==> src/rtl/flash_erase_ctrl.sv <==
module flash_erase_ctrl #(
  parameter int ADDR_W       = 24,
  parameter int ERASE_CYCLES = 1000
) (
  input  logic              clk,
  input  logic              rst_n,
  input  logic              spi_sck,
  input  logic              spi_cs_n,
  input  logic              spi_mosi,
  output logic              spi_miso,
  input  logic [3:0]        prot_bits,
  output logic              er_req,
  output logic              er_all,
  output logic [ADDR_W-1:0] er_addr
);
  localparam int FRAME = 8 + ADDR_W;
  localparam int CW    = $clog2(FRAME + 2);
  localparam int TW    = $clog2(ERASE_CYCLES + 1);
  localparam logic [CW-1:0] CNT_MAX = '1;
  localparam logic [7:0] OP_WEN  = 8'h06;
  localparam logic [7:0] OP_BULK = 8'hC7;
  localparam logic [7:0] OP_SECT = 8'hD8;
  localparam logic [7:0] OP_STAT = 8'h05;

  logic sck_q, sck_d, cs_q, cs_d, mosi_q;
  logic [FRAME-1:0] sr;
  logic [CW-1:0]    cnt;
  logic [TW-1:0]    timer;
  logic             wel, wip, rd_mode;
  logic [2:0]       rd_idx;

  always_ff @(posedge clk or negedge rst_n)
    if (!rst_n) begin
      sck_q <= 1'b0; sck_d <= 1'b0; cs_q <= 1'b1; cs_d <= 1'b1; mosi_q <= 1'b0;
    end else begin
      sck_q <= spi_sck; sck_d <= sck_q; cs_q <= spi_cs_n; cs_d <= cs_q; mosi_q <= spi_mosi;
    end

  wire sck_rise = sck_q & ~sck_d;
  wire cs_rise  = cs_q & ~cs_d;
  wire shift_en = sck_rise & ~cs_q;

  always_ff @(posedge clk or negedge rst_n)
    if (!rst_n) begin
      sr  <= '0;
      cnt <= '0;
    end else if (cs_q) begin
      cnt <= '0;
    end else if (shift_en) begin
      sr <= {sr[FRAME-2:0], mosi_q};
      if (cnt != CNT_MAX) cnt <= cnt + 1'b1;
    end

  wire ok_erase = wel && !wip && (prot_bits == 4'b0);
  wire do_wen   = cs_rise && cnt == CW'(8) && sr[7:0] == OP_WEN && !wip;
  wire do_bulk  = cs_rise && cnt == CW'(8) && sr[7:0] == OP_BULK && ok_erase;
  wire do_sect  = cs_rise && cnt == CW'(FRAME) && sr[FRAME-1 -: 8] == OP_SECT && ok_erase;
  wire start    = do_bulk | do_sect;

  always_ff @(posedge clk or negedge rst_n)
    if (!rst_n) begin
      wel <= 1'b0; wip <= 1'b0; timer <= '0;
      er_req <= 1'b0; er_all <= 1'b0; er_addr <= '0;
    end else begin
      er_req <= start;
      if (start) begin
        wel     <= 1'b0;
        wip     <= 1'b1;
        timer   <= TW'(ERASE_CYCLES - 1);
        er_all  <= do_bulk;
        er_addr <= do_sect ? sr[ADDR_W-1:0] : '0;
      end else begin
        if (do_wen) wel <= 1'b1;
        if (wip) begin
          if (timer == '0) wip <= 1'b0;
          else timer <= timer - 1'b1;
        end
      end
    end

  always_ff @(posedge clk or negedge rst_n)
    if (!rst_n) begin
      rd_mode <= 1'b0; rd_idx <= '0;
    end else if (cs_q) begin
      rd_mode <= 1'b0; rd_idx <= '0;
    end else if (shift_en) begin
      if (rd_mode) rd_idx <= rd_idx + 1'b1;
      else if (cnt == CW'(7) && {sr[6:0], mosi_q} == OP_STAT) rd_mode <= 1'b1;
    end

  wire [7:0] status = {2'b00, prot_bits, wel, wip};
  assign spi_miso = rd_mode & status[3'd7 - rd_idx];
endmodule


==> config.mk <==
export PLATFORM = sky130hd
export DESIGN_NAME = flash_erase_ctrl
export DESIGN_NICKNAME = d
export VERILOG_FILES = /design/src/rtl/flash_erase_ctrl.sv
export SDC_FILE = /design/constraint.sdc
export NUM_CORES = 1
export LEC_CHECK = 0
export ABC_CLOCK_PERIOD_IN_PS = 2700
export BUFFER_PORTS_ARGS = -buffer_cell sky130_fd_sc_hd__buf_2
export CORE_ASPECT_RATIO = 1.5
export CORE_MARGIN = 2
export CORE_UTILIZATION = 31
export DETAILED_ROUTE_END_ITERATION = 16
export GPL_TIMING_DRIVEN = 0
export PLACE_DENSITY = 0.52
export SYNTH_ARGS = -nofsm -noshare
export SYNTH_HDL_FRONTEND = slang
export SYNTH_SLANG_ARGS = --single-unit
==> constraint.sdc <==
create_clock -name clk -period 2.7 [get_ports clk]
set_input_delay 0.81 -clock clk [delete_from_list [all_inputs] [get_ports clk]]
set_output_delay 0.81 -clock clk [all_outputs]
set_load 0.01 [all_outputs]
==> metrics.md <==
| Metric | Value |
|---|---|
| Slew Limit Fails | 0 |
| Mux share of post-synthesis cell area | 11.1% |
| FMAX | 0.389 GHz |
| Nets | 408 |
| # Post-CTS Setup Buffers | 0 |
| CP endpoint kind | output pin |
| Cell area power density | 587 mW/mm^2 |
| First DRT Iteration DRCs | 88 |
| Global-route usage over all layers | 13.7% |
| Final GP Congestion | 0.774 |
| CTS tree | yes |
| RR Endpoint | timer[5] |
| Period utilisation layout | 95.2% |
| CP peak stage delay | 0.51 ns |
| Top FF cell, synth | dfrtp_1 |
| Async set or reset register ratio after synthesis | 100% |
| Post-synthesis adder-cell area fraction | 1.33% |
| Maximum clock path buffer count | 2 |
| Largest family of logic cells by synthesized area | simple AND/OR/NAND/NOR gates |
| Clock-pin slew on the worst setup and hold paths | 0.06 ns |
| HPWL Detailed | 5.79 mm |
| Drt total wl | 8.24 mm |
| Largest net degree at the start of global routing | 71 |
| Syn nets | 361 |
| Final Setup Violations | 0 |
| Commonest non-fill, non-tap cell in the layout | dfrtp_1 |
| Critical path's top delay family | multiplexers |
| Outcome | finished clean |
| DIE AREA | 0.0130 mm^2 |
| Num CTS Buffers | 9 |
| First-pass DRT Iterations | 4 |
| CP Data Required Time | 1.89 ns |
| Count of cell types in the netlist | 45 |
| Slowest-stage cell, CP | mux4_2 |
| Number of synthesized flops with an enable pin | 0 |
| Share of cells above drive strength 1 | 18.8% |
| Pleak | 2.15 nW |
| Crit-path cells | clkbuf_1 > mux4_2 > a21oi_1 > nor2_1 > buf_2 |
| Compound-Gate Fraction of Synth Area | 11.4% |
| Antenna viol nets, final | 0 |
| Initial cell density of the core | 31.5% |
| Drt wl/cell | 14.9 um |
| Maximum fanout along the worst path | 10 |
| Max Cap Viol | 0 |
| Syn Std Cell Area | 0.00375 mm^2 |
| Worst R2R Start | cs_q |
| Num rows | 49 |
| Initial antenna violation count | 0 |
| Vias | 2735 |
| Die Ht | 139 um |
| Setup TNS | 0 ns |
| Finished Cell Area | 0.00442 mm^2 |
| Crit path kind | reg2out |
| Clock skew | 0.00425 ns |
| Final hold violation count | 0 |
| Worst-margin pin slew | 0.961 ns |
| Clk_lat worst skew | 0.34 ns |
| Core footprint | 0.0119 mm^2 |
| Worst slew margin | 35.4% |
| VDD IR-drop max | 0.000250 V |
| Simple-Gate Fraction of Synth Area | 12.9% |
| Die width | 93.8 um |
| Antenna Diode Count | 0 |
| Root buffer cell | clkbuf_16 |
| R2R depth | 5 |
| Synth Area in XOR/XNOR | 1.17% |
| WP buf/inv | 2 |
| Dpl cells | 537 |
| Vias per Instance | 4.95 |
| Synthesized flop and latch total | 85 |
| Post-CTS Resized | 0 |
| I/O Buffers | 35 |
| RSZ-0062 raised after global routing | false |
| Area after DPL | 0.00415 mm^2 |
| HP Class | in2async |
| H-Tree Depth | 3 |
| Vias in the first global route | 2712 |
| IO Pins | 36 |
| Synth warn | 0 |
| Register area share after synthesis | 56.8% |
| Worst Path Arrival | 1.76 ns |
| R2R setup slack | 0.34 ns |
| Commonest cells after routing, fill and taps aside | dfrtp_1, o21ai_0, buf_2 |
| Grt total ovfl | 0 |
| Final core utilization | 37.1% |
| Filler instances | 1198 |
| Hold buffer count at CTS | 0 |
| Clock sinks | 85 |
| Layout area overhead | 17.8% |
| Finished Layout Cells | 553 |
| Syn avg cell area | 10.8 um^2 |
| First-pass GRT wire length | 13.8 mm |
| DRC | 0 |
| Gate Count Post-Synth | 348 |
| Fin crit period | 2.57 ns |
| Startpoint types | flop |
==> flip-flops by register name (all words and copies together) (netlist names), 3 cells and up <==
| name | count |
|---|---|
| rd_idx | 3 |
| timer | 10 |
| er_addr | 24 |
| cnt | 6 |
| sr | 32 |
==> worst register-to-register path: stages, from the launching register on <==
cell	delay [ns]
dfstp_2	0.58
nor4bb_1	0.49
nand4_1	0.46
or2_2	0.47
buf_4	0.19
o211ai_1	0.10
==> how the worst max path moves through the flow <==
stage | slack [ns] | cells past startpoint | end | from
finish | 0.13 | 5 | spi_miso | wip
detailed placement | 0.008 | 7 | er_addr[22] | prot_bits[0]
CTS | 0.11 | 5 | spi_miso | wip
global placement | 0.01 | 6 | timer[7] | prot_bits[0]
global route | 0.02 | 5 | spi_miso | wip
floorplan | 0.44 | 3 | spi_miso | prot_bits[3]
==> power breakdown <==
part / internal [W] / switching [W]
registers: 0.00131 / 0.0000307
logic: 0.0000366 / 0.0000796
clock network: 0.000645 / 0.000489
==> logic make-up (layout without fill, tap and decap cells) <==
logic type                 Yosys count  count (layout)
DFF                                 85              85
and+or+nand+nor                     90              90
muxes                               39              39
xor gates and xnor gates             5               5
adders and majority gates            4               4
buffers and inverters               49             101
AOI/OAI and AO/OA                   76              76
==> final cells by class <==
class	instances	area (um^2)	share of cell area (%)
Buffer	17	80.1	1.81
Timing Repair Buffer	36	205	4.65
Sequential cell	85	2130	48.2
Multi-Input combinational cell	214	1420	32.2
Clock inverter	4	23.8	0.538
Clock buffer	12	246	5.58
Tap cell	153	191	4.33
Inverter	32	120	2.72
==> synthesized netlist by cell type, drive strengths merged, types with 2 or more instances <==
| cell | number | area share (%) |
|---|---|---|
| and4 | 2 | 0.47 |
| nand3 | 11 | 1.5 |
| clkbuf | 12 | 1.2 |
| nor4 | 2 | 0.33 |
| ha | 4 | 1.3 |
| dfstp | 2 | 1.4 |
| mux2 | 10 | 3.0 |
| a21oi | 5 | 0.67 |
| or4b | 2 | 0.63 |
| xor2 | 4 | 0.93 |
| mux2i | 28 | 7.5 |
| nand4 | 6 | 1.0 |
| nor2b | 3 | 0.50 |
| o21ai | 55 | 7.3 |
| nor4b | 2 | 0.47 |
| nor2 | 10 | 1.0 |
| o211ai | 2 | 0.40 |
| nor3b | 2 | 0.40 |
| inv | 32 | 3.2 |
| o221ai | 2 | 0.47 |
| and3 | 4 | 0.67 |
| dfrtp | 83 | 55 |
| buf | 5 | 0.93 |
| nand4b | 3 | 0.70 |
| or2 | 2 | 0.33 |
| nand2 | 32 | 3.2 |
| nor3 | 2 | 0.27 |
| or3 | 3 | 0.50 |
| a31oi | 4 | 0.67 |
==> through the flow <==
stage	hold slack, ns	setup slack (ns)	total power (W)
2_1_floorplan	0.347	0.437	0.00142
3_3_place_gp	0.357	0.0126	0.00148
3_5_place_dp	0.358	0.00792	0.00149
4_1_cts	0.330	0.112	0.00263
5_1_grt	0.341	0.0209	0.00270
6_report	0.331	0.131	0.00259
==> metal layers <==
metal / global-route usage [%] / part of all wire [%] / up-vias
met2: 22.1 / 51 / 43
li1: - / - / 1313
met1: 17.3 / 43 / 1368
met4: 6.41 / 2.2 / 0
met3: 3.10 / 3.6 / 11
met5: 0 / 0 / -
(Power assumes the default switching activity.)
